File: src/rtl/txb_pkg.sv
`timescale 1ns/1ps
package txb_pkg;

    typedef enum logic [1:0] {
        OWE_NONE = 2'd0,
        OWE_ONE  = 2'd1,
        OWE_TWO  = 2'd2
    } owe_e;

    typedef struct packed {
        logic slot_a;
        logic slot_b;
        logic shreg;
    } occ_t;

    function automatic logic [1:0] occ_count(occ_t o, logic big);
        logic [1:0] n;
        n = {1'b0, o.slot_a} + {1'b0, o.shreg};
        if (!big) n = n + {1'b0, o.slot_b};
        return n;
    endfunction

    function automatic owe_e owe_step(owe_e cur, logic right);
        owe_e nxt;
        nxt = cur;
        if (right) begin
            case (cur)
                OWE_TWO: nxt = OWE_ONE;
                default: nxt = OWE_NONE;
            endcase
        end else begin
            case (cur)
                OWE_NONE: nxt = OWE_ONE;
                default:  nxt = OWE_TWO;
            endcase
        end
        return nxt;
    endfunction

endpackage

File: src/rtl/txb_queue.sv
`timescale 1ns/1ps
module txb_queue
    import txb_pkg::*;
#(
    parameter int unsigned DATA_W = 8
) (
    input  logic              clk,
    input  logic              rst,
    input  logic              big,
    input  logic              wr_en,
    input  logic [DATA_W-1:0] wr_data,
    input  logic              ser_done,
    output occ_t              occ,
    output logic [DATA_W-1:0] sr_data,
    output logic              load_pulse,
    output logic              accept,
    output logic              ovf
);

    logic [DATA_W-1:0] a_q, b_q, sr_q;
    logic              a_v, b_v, sr_v;
    logic              load_q, ovf_q;

    logic              adv;
    logic              a_mid_v, b_mid_v;
    logic [DATA_W-1:0] a_mid_d;
    logic              to_a, to_b, drop;

    always_comb begin
        adv     = a_v && (!sr_v || ser_done);
        a_mid_v = adv ? b_v : a_v;
        a_mid_d = adv ? b_q : a_q;
        b_mid_v = adv ? 1'b0 : b_v;
        to_a    = wr_en && !a_mid_v;
        to_b    = wr_en && a_mid_v && !b_mid_v && !big;
        drop    = wr_en && !to_a && !to_b;
    end

    always_ff @(posedge clk) begin
        if (rst) begin
            a_v    <= 1'b0;
            b_v    <= 1'b0;
            sr_v   <= 1'b0;
            a_q    <= '0;
            b_q    <= '0;
            sr_q   <= '0;
            load_q <= 1'b0;
            ovf_q  <= 1'b0;
        end else begin
            if (adv) begin
                sr_v <= 1'b1;
                sr_q <= a_q;
            end else if (ser_done) begin
                sr_v <= 1'b0;
            end
            a_v    <= a_mid_v | to_a;
            a_q    <= to_a ? wr_data : a_mid_d;
            b_v    <= b_mid_v | to_b;
            if (to_b) b_q <= wr_data;
            load_q <= adv;
            if (drop) ovf_q <= 1'b1;
        end
    end

    assign occ        = '{slot_a: a_v, slot_b: b_v, shreg: sr_v};
    assign sr_data    = sr_q;
    assign load_pulse = load_q;
    assign accept     = to_a | to_b;
    assign ovf        = ovf_q;

endmodule

File: src/rtl/txb_status.sv
`timescale 1ns/1ps
module txb_status
    import txb_pkg::*;
(
    input  occ_t       occ,
    input  logic       big,
    input  logic       lvl_sel,
    output logic [1:0] cnt,
    output logic       lvl,
    output logic       idle
);

    always_comb begin
        cnt = occ_count(occ, big);
        if (big)          lvl = !occ.slot_a;
        else if (lvl_sel) lvl = !occ.slot_b;
        else              lvl = !(occ.slot_a | occ.slot_b);
        idle = !(occ.slot_a | occ.slot_b | occ.shreg);
    end

endmodule

File: src/rtl/txb_chan.sv
`timescale 1ns/1ps
module txb_chan
    import txb_pkg::*;
(
    input  logic clk,
    input  logic rst,
    input  logic i2s,
    input  logic accept,
    input  logic right,
    output logic exp1,
    output logic exp2
);

    owe_e owe_q;

    always_ff @(posedge clk) begin
        if (rst || !i2s)  owe_q <= OWE_NONE;
        else if (accept)  owe_q <= owe_step(owe_q, right);
    end

    assign exp1 = i2s && (owe_q != OWE_NONE);
    assign exp2 = i2s && (owe_q == OWE_TWO);

endmodule

File: src/rtl/ser_tx_buffer.sv
`timescale 1ns/1ps
module ser_tx_buffer
    import txb_pkg::*;
#(
    parameter int unsigned DATA_W = 8
) (
    input  logic              clk,
    input  logic              rst,
    input  logic              cfg_big,
    input  logic              cfg_lvl_sel,
    input  logic              cfg_i2s,
    input  logic              wr_en,
    input  logic [DATA_W-1:0] wr_data,
    input  logic              wr_right,
    input  logic              ser_done,
    output logic              ser_load,
    output logic [DATA_W-1:0] ser_data,
    output logic [1:0]        occ_cnt,
    output logic              lvl_flag,
    output logic              idle_flag,
    output logic              exp_right,
    output logic              exp_right2,
    output logic              ovf_flag
);

    occ_t occ;
    logic accept;

    txb_queue #(.DATA_W(DATA_W)) u_queue (
        .clk        (clk),
        .rst        (rst),
        .big        (cfg_big),
        .wr_en      (wr_en),
        .wr_data    (wr_data),
        .ser_done   (ser_done),
        .occ        (occ),
        .sr_data    (ser_data),
        .load_pulse (ser_load),
        .accept     (accept),
        .ovf        (ovf_flag)
    );

    txb_status u_status (
        .occ     (occ),
        .big     (cfg_big),
        .lvl_sel (cfg_lvl_sel),
        .cnt     (occ_cnt),
        .lvl     (lvl_flag),
        .idle    (idle_flag)
    );

    txb_chan u_chan (
        .clk    (clk),
        .rst    (rst),
        .i2s    (cfg_i2s),
        .accept (accept),
        .right  (wr_right),
        .exp1   (exp_right),
        .exp2   (exp_right2)
    );

endmodule

File: config.mk
export PLATFORM = sky130hd
export DESIGN_NAME = ser_tx_buffer
export DESIGN_NICKNAME = d
export VERILOG_FILES = /design/src/rtl/txb_pkg.sv /design/src/rtl/txb_queue.sv /design/src/rtl/txb_status.sv /design/src/rtl/txb_chan.sv /design/src/rtl/ser_tx_buffer.sv
export SDC_FILE = /design/constraint.sdc
export NUM_CORES = 1
export LEC_CHECK = 0
export BUFFER_PORTS_ARGS = -buffer_cell sky130_fd_sc_hd__buf_4
export CAP_MARGIN = 20
export CORE_MARGIN = 3
export CORE_UTILIZATION = 40
export CTS_CLUSTER_SIZE = 14
export DETAILED_ROUTE_END_ITERATION = 12
export PLACE_DENSITY_LB_ADDON = 0.05
export SLEW_MARGIN = 20
export SYNTH_ARGS = -nofsm -noshare
export SYNTH_HDL_FRONTEND = slang
export SYNTH_SLANG_ARGS = --single-unit
File: constraint.sdc
create_clock -name clk -period 1.48 [get_ports clk]
set_clock_uncertainty 0.05 [all_clocks]
set_input_delay 0.222 -clock clk [delete_from_list [all_inputs] [get_ports clk]]
set_output_delay 0.222 -clock clk [all_outputs]
set_load 0.02 [all_outputs]
* Word level (Yosys, flattened, before mapping)
Index checks and enable logic that the tools add are counted. W data, S select, Z words.
Operators by class: multiply operators 0, mux-type cells 12, equality and inequality tests 1, reduce and logical (&&, ||, !) cells 26, $lt $le $gt $ge 0, bitwise logic cells 5, add/sub/neg operators 2, shift-type cells 0, divide/modulo/power cells 0
Operators with widths (count):
- $mux W8 | 2
- $logic_not A1 Y1 | 11
- $logic_and A1 B1 Y1 | 9
- $mux W1 | 7
- $mux W2 | 3
- $reduce_bool A2 Y1 | 3
- $or A1 B1 Y1 | 5
- $add A1 B1 Y2 | 1
- $add A2 B1 Y2 | 1
- $eq A2 B2 Y1 const B | 1
- $logic_not A2 Y1 | 1
- $logic_or A1 B1 Y1 | 2
Word-level totals: output and inout bits 16, input port bits 16, bits in read-only memories 0, bits in registers 31, latch bits 0, bits in writable memories 0, logic and storage cells 55, memories 0

* Depth between registers and ports, before layout
Gate-level depths: netlist of the first run.
depth in word-level cells 9, depth in mapped cells 7, gate-level depth less buffers 4

* Hierarchy
A second synthesis of the first run with hierarchy kept.
Second synthesis, totals: cell total of the unflattened synthesis 164, area, all modules 1512.7 um^2
By module, submodules not included:
- txb_queue | area each 1317.5 um^2, cells each 143, instances 1
- txb_chan | area each 117.6 um^2, cells each 13, instances 1
- txb_status | area each 77.6 um^2, cells each 8, instances 1

* Worst setup path after synthesis of the first run
No wires, ideal clock.
path type register -> output, from register u_queue.a_v, to output occ_cnt[0], data arrival time 1.222 ns, stages on the path, launching flop included 3, required time 1.208 ns, setup slack -0.014 ns, path through dfxtp_1 -> fa_1 -> mux2_2
On the way: word-level cells in the longest chain between the ends 3
RTL lines:
- start: declaration | line txb_queue.sv:21 | logic a_v, b_v, sr_v;
- start signal: assignment | line txb_queue.sv:56 | a_v <= a_mid_v | to_a;
- $add A1 B1 Y2 * | line txb_pkg.sv:18 | n = {1'b0, o.slot_a} + {1'b0, o.shreg};
- $add A2 B1 Y2 | line txb_pkg.sv:19 | if (!big) n = n + {1'b0, o.slot_b};
- $mux W2 * | line txb_pkg.sv:19
- end: declaration | line ser_tx_buffer.sv:18 | output logic [1:0] occ_cnt,
Mark *: on every way between the ends. The rest lies on a longest branch, timed or not.

* Final worst setup path of the first run
from register u_queue.b_v, to output occ_cnt[0]
On the way: word-level cells in the longest chain between the ends 2
RTL lines:
- start: declaration | line txb_queue.sv:21
- start signal: assignment | line txb_queue.sv:58 | b_v <= b_mid_v | to_b;
- $add A2 B1 Y2 | line txb_pkg.sv:19
- $mux W2 | line txb_pkg.sv:19
Every way passes these cells.

==> results.toml, run 1 <==
[synth]
synth.distinct_cells = 34
yosys_warnings = 0
synthesis.area_um2 = 1430
synth_area_leaders = "dfxtp_1, nand2_1, nand2b_1"
syn-num-nets = 181
synth-seq-cells = 31
synth_top_area_cell = "dfxtp_1"
postSynthCellCount = 163
synth.avg_cell_area_um2 = 8.80
synth_top_area_share = 0.433
synth_seq_area_share = 0.433

[power]
clockPowerShare = 0.321
p_seq_frac = 0.511
p_switching_mw = 0.442
finalPower_mw = 1.73
irDropWorstVdd_v = 0.000495
p_sw_frac = 0.255
p_per_area_nw_per_um2 = 910
power_frac_comb = 0.169
internal_power_mw = 1.29
power_leakage_nw = 0.755

[clock_network]
cts.hold.buffers_added = 0
cts_sinks = 31
clockBufferDepth = 2
cts_tree = "done"
clock_latency_ns = 0.33
cts_buffers = 5
path_clk_slew_ns = 0.09
cts_root_buffer = "clkbuf_4"
h-tree-depth = 2

[global_routing]
grt_remaining_overflow = 0
grt_pass1_vias = 1174
grt_pass1_wl_um = 5180
grt_antenna_before_repair = 0
grt_max_degree = 23
grt_usage = 0.158

[floorplan]
die_x_um = 65.9
die_h_um = 65.9
initial_core_util = 0.423
die_area_um2 = 4340
num_rows = 21
coreArea_um2 = 3390
io_pins = 32

[worst_setup_path]
crit_path_max_incr_delay_ns = 0.44
cp.required_ns = 1.21
r2r_start = "u_queue.a_v"
cp_slowest_cell = "fa_2"
crit_arrival_ns = 1.58
regToRegEndpoint = "u_chan.owe_q[0]"
crit_chain = "fa_2, mux2_2, buf_6"
critPathKind = "reg2out"
worstPathMaxFanout = 6
worstRegToRegCells = 5
start_kind = "flop"
endpoint_kind = "primary output"
r2r_slack_ns = 0.04

[final_layout]
layout-drive-gt1-share = 0.343
area_growth_pct = 33.0
layout_commonest_cell = "buf_4"
antennaDiodeCount = 0
design.final.nets = 221
layout_common_cells = "buf_4, nand2_1, dfxtp_1"

[placement]
dpl.hpwl_um = 2190
port_buffers = 31
routabilityCongestion = 0.745

[detailed_routing]
drc = 0
drtAntennaViolNets = 0
vias = 1226
wl_um = 3070
routedWlPerCell_um = 12.3
vias_per_cell = 4.90
drtIter0Drc = 66
first_pass_iters = 4

[sta]
fin_crit_sh = 1.25
setup_ws_ns = -0.372
setup_viol = 3
rsz0062_at_grt = "true"
maxSlewHeadroom = 0.852
final_max_slew_viol_count = 0
max_freq_ghz = 0.540
fin_setup_tns_ns = -0.669
final.min_clock_period_ns = 1.85
hold_viol = 0
worst_pin_slew_ns = 0.220

[hold_path]
hold_class = "in2reg"
min_from = "wr_right"
whs_endpoint = "u_chan.owe_q[1]"
hold_depth = 2

[run_status]
status = "finished with violations"
violations = "negative setup slack"

[flow_run]
cap_violations = 0
## sequential cells by signal, indices dropped and copies added, names as in the netlist
| signal | cells |
|---|---|
| u_queue.load_pulse | 1 |
| u_queue.ovf | 1 |
| u_queue.sr_v | 1 |
| u_queue.b_q | 8 |
| u_queue.a_q | 8 |
| u_queue.b_v | 1 |
| u_queue.a_v | 1 |
| u_queue.sr_data | 8 |
| u_chan.owe_q | 2 |
## metrics by stage
stage               utilization  setup WS [ns]  std cells  instance area [um2]  hold slack (ns)
CTS                       0.544         -0.363        248                 1850           0.0183
global route              0.563         -0.407        250                 1910           0.0297
global placement          0.519        -0.0415        240                 1760            0.371
detailed placement        0.519        -0.0732        240                 1760            0.382
floorplan                     -         0.0253        163                 1440            0.268
finish                    0.563         -0.372        250                 1910           0.0248
## worst max-delay path: cells and delay by family (launching register included)
| family | cells | cell delay (ns) |
|---|---|---|
| adders and majority gates | 1 | 0.44 |
| buffers and inverters | 1 | 0.13 |
| DFF | 1 | 0.39 |
| muxes | 1 | 0.29 |
## how the worst max path moves through the flow
stage | from | end | cells past startpoint
6_report | u_queue.b_v | occ_cnt[0] | 3
4_1_cts | u_queue.sr_v | occ_cnt[0] | 3
2_1_floorplan | u_queue.sr_v | u_chan.owe_q[0] | 5
3_5_place_dp | u_queue.b_v | occ_cnt[0] | 3
5_1_grt | u_queue.sr_v | occ_cnt[0] | 3
3_3_place_gp | u_queue.b_v | occ_cnt[0] | 3
## area by class of cell
| type | instances | area, um2 |
|---|---|---|
| multi-input combinational | 118 | 758 |
| timing repair buffer | 43 | 373 |
| fill | 331 | 1480 |
| inverter | 4 | 17.5 |
| clock buffer | 8 | 68.8 |
| tap | 46 | 57.6 |
| sequential | 31 | 632 |
## cells in the mapped netlist
master	n
o21a_1	1
nor2b_1	1
fa_1	1
nand2_1	34
and3_1	1
mux2_4	1
dfxtp_1	31
mux2i_1	8
and2_4	1
nand2_2	1
inv_1	3
ha_1	1
mux2_2	2
a211o_1	1
a211oi_1	1
nor2_2	2
buf_6	2
buf_4	3
buf_2	1
xor2_1	1
nor2_1	13
xnor2_1	1
nor3_1	3
a21oi_1	12
and2_1	1
clkbuf_1	4
a311oi_1	6
a311oi_2	2
inv_2	1
a31oi_4	1
o21ba_2	1
a31oi_1	2
nand2b_1	18
o21ai_0	1
## power by group through the flow
stage                     Combinational, mW  Clock, mW  Sequential [mW]
final                                 0.292      0.556            0.886
after global routing                  0.322      0.603            0.890
after CTS                             0.273      0.565            0.889
after detailed placement              0.265          0            0.907
after global placement                0.258          0            0.907
after floorplan                       0.143          0            0.916
## repair_timing
| action | 4_1_cts | 5_1_grt |
|---|---|---|
| cloned | 0 | 1 |
| resized for setup | 6 | 10 |
| pin swaps | 0 | 7 |
| setup buffers | 0 | 2 |
| setup endpoints to repair | 13 | 25 |
## routing by layer
| metal | wire, um | part of all wire | track usage | up-vias |
|---|---|---|---|---|
| met4 | 58 | 0.019 | 0.0777 | 0 |
| met2 | 1400 | 0.46 | 0.243 | 29 |
| met5 | 0 | 0 | 0 | - |
| li1 | - | - | - | 626 |
| met1 | 1460 | 0.48 | 0.205 | 564 |
| met3 | 141 | 0.046 | 0.0408 | 7 |
## cells by family after synthesis
| logic type | Yosys count | share of synthesized area |
|---|---|---|
| buffers and inverters | 14 | 0.0558 |
| XOR/XNOR | 2 | 0.0122 |
| flip-flops | 31 | 0.433 |
| multiplexers | 11 | 0.0820 |
| adder cells (fa/ha/maj) | 2 | 0.0227 |
| AO/OA/AOI/OAI | 28 | 0.150 |
| AND/OR/NAND/NOR | 75 | 0.244 |
Power figures use the tool's default switching activity.
==> run 2: changes to the inputs <==
- MAX_ROUTING_LAYER: default -> met4
==> run 2 against run 1 <==
  * Register-to-register slack barely moved
  * The run still ends with negative setup slack left
  * Total power down 0.14%
  * Maximum frequency about the same
  * Routed wire length decreased by 0.46%
  * Die area unchanged
==> results.toml, run 2 (synthesized netlist as in run 1, its figures left out) <==
[floorplan]
die_h_um = 65.9
io_pins = 32
die_area_um2 = 4340
coreArea_um2 = 3390
die_x_um = 65.9
initial_core_util = 0.423
num_rows = 21

[sta]
max_freq_ghz = 0.540
rsz0062_at_grt = "true"
setup_ws_ns = -0.371
fin_setup_tns_ns = -0.660
fin_crit_sh = 1.25
worst_pin_slew_ns = 0.220
final_max_slew_viol_count = 0
final.min_clock_period_ns = 1.85
hold_viol = 0
worst_hold_slack_ns = 0.0241
maxSlewHeadroom = 0.852
setup_viol = 3

[power]
internal_power_mw = 1.29
power_frac_comb = 0.169
clockPowerShare = 0.320
p_sw_frac = 0.254
p_per_area_nw_per_um2 = 908
irDropWorstVdd_v = 0.000495
power_leakage_nw = 0.755
p_switching_mw = 0.440
p_seq_frac = 0.511

[run_status]
violations = "negative setup slack"
status = "finished with violations"

[worst_setup_path]
crit_chain = "fa_2, mux2_2, buf_6"
worstPathMaxFanout = 6
crit_path_max_incr_delay_ns = 0.44
endpoint_kind = "primary output"
start_kind = "flop"
critPathKind = "reg2out"
crit_arrival_ns = 1.58
cp_slowest_cell = "fa_2"
cp.required_ns = 1.21

[final_layout]
utilization = 0.563
layout-drive-gt1-share = 0.343
layout_common_cells = "buf_4, nand2_1, dfxtp_1"
antennaDiodeCount = 0
layout_commonest_cell = "buf_4"
regArea_um2 = 632
fillerInstances = 331
design.final.nets = 221
final_cells = 250
area_growth_pct = 33.0
multi_input_area_um2 = 758

[clock_network]
cts_sinks = 31
cts.hold.buffers_added = 0
path_clk_slew_ns = 0.09
cts_tree = "done"
clockBufferDepth = 2
h-tree-depth = 2
clock_latency_ns = 0.33
cts_buffers = 5
cts_root_buffer = "clkbuf_4"

[placement]
port_buffers = 31
place_inst = 240
routabilityCongestion = 0.755
dpl_worst_slack_ns = -0.0732
dpl.hpwl_um = 2190

[detailed_routing]
drtIter0Drc = 69
drc = 0
vias = 1224
drtAntennaViolNets = 0
first_pass_iters = 4
routedWlPerCell_um = 12.2
wl_um = 3050
vias_per_cell = 4.90

[global_routing]
grt_pass1_vias = 1171
grt_remaining_overflow = 0
grt_antenna_before_repair = 0
grt_pass1_wl_um = 5190
grt_max_degree = 23
grt_usage = 0.163

[hold_path]
hold_class = "in2reg"

[flow_run]
cap_violations = 0
==> run 2: layer usage <==
metal	GRT usage	vias to the layer above	share of wire
met2	0.243	29	0.46
met3	0.0408	7	0.046
li1	-	625	-
met1	0.205	563	0.47
met5	-	-	0
met4	0.0777	0	0.019
==> run 2: worst paths after layout <==
kind	start	endpoint	slack [ns]	depth (start not counted)
worst max register to register	u_queue.a_v	u_chan.owe_q[0]	0.05	5
worst min-delay path	wr_right	u_chan.owe_q[1]	0.02	2
worst max-delay path	u_queue.b_v	occ_cnt[0]	-0.37	3
worst min register to register	u_queue.a_q[7]	u_queue.sr_data[7]	0.41	2
==> run 2: what timing repair did <==
| action | in CTS | in global routing |
|---|---|---|
| cloned | 0 | 1 |
| endpoints found under the setup margin | 13 | 25 |
| setup buffers | 0 | 2 |
| pin swaps | 0 | 7 |
| resized for setup | 6 | 10 |
| hold endpoints to repair | 0 | 0 |
==> run 2: critical path: cells and delay by family (launching register included) <==
kind,cells,cell delay [ns]
muxes,1,0.29
buffers and inverters,1,0.13
adders and majority gates,1,0.44
DFF,1,0.39
==> run 2: power groups by stage <==
stage	Sequential (mW)	Clock [mW]	Combinational [mW]
after CTS	0.889	0.565	0.273
final	0.886	0.554	0.292
after detailed placement	0.907	0	0.265
after global placement	0.907	0	0.258
after global routing	0.890	0.603	0.322
after floorplan	0.916	0	0.143
==> run 2: layout make-up <==
type,count,area share
clock buffer,8,0.0361
inverter,4,0.00919
multi-input combinational,118,0.398
sequential,31,0.331
tap,46,0.0302
timing repair buffer,43,0.196
==> run 2: through the flow <==
| step | power, mW | instance area [um2] |
|---|---|---|
| detailed placement | 1.17 | 1760 |
| floorplan | 1.06 | 1440 |
| global route | 1.81 | 1910 |
| CTS | 1.73 | 1850 |
| global placement | 1.17 | 1760 |
| finish | 1.73 | 1910 |
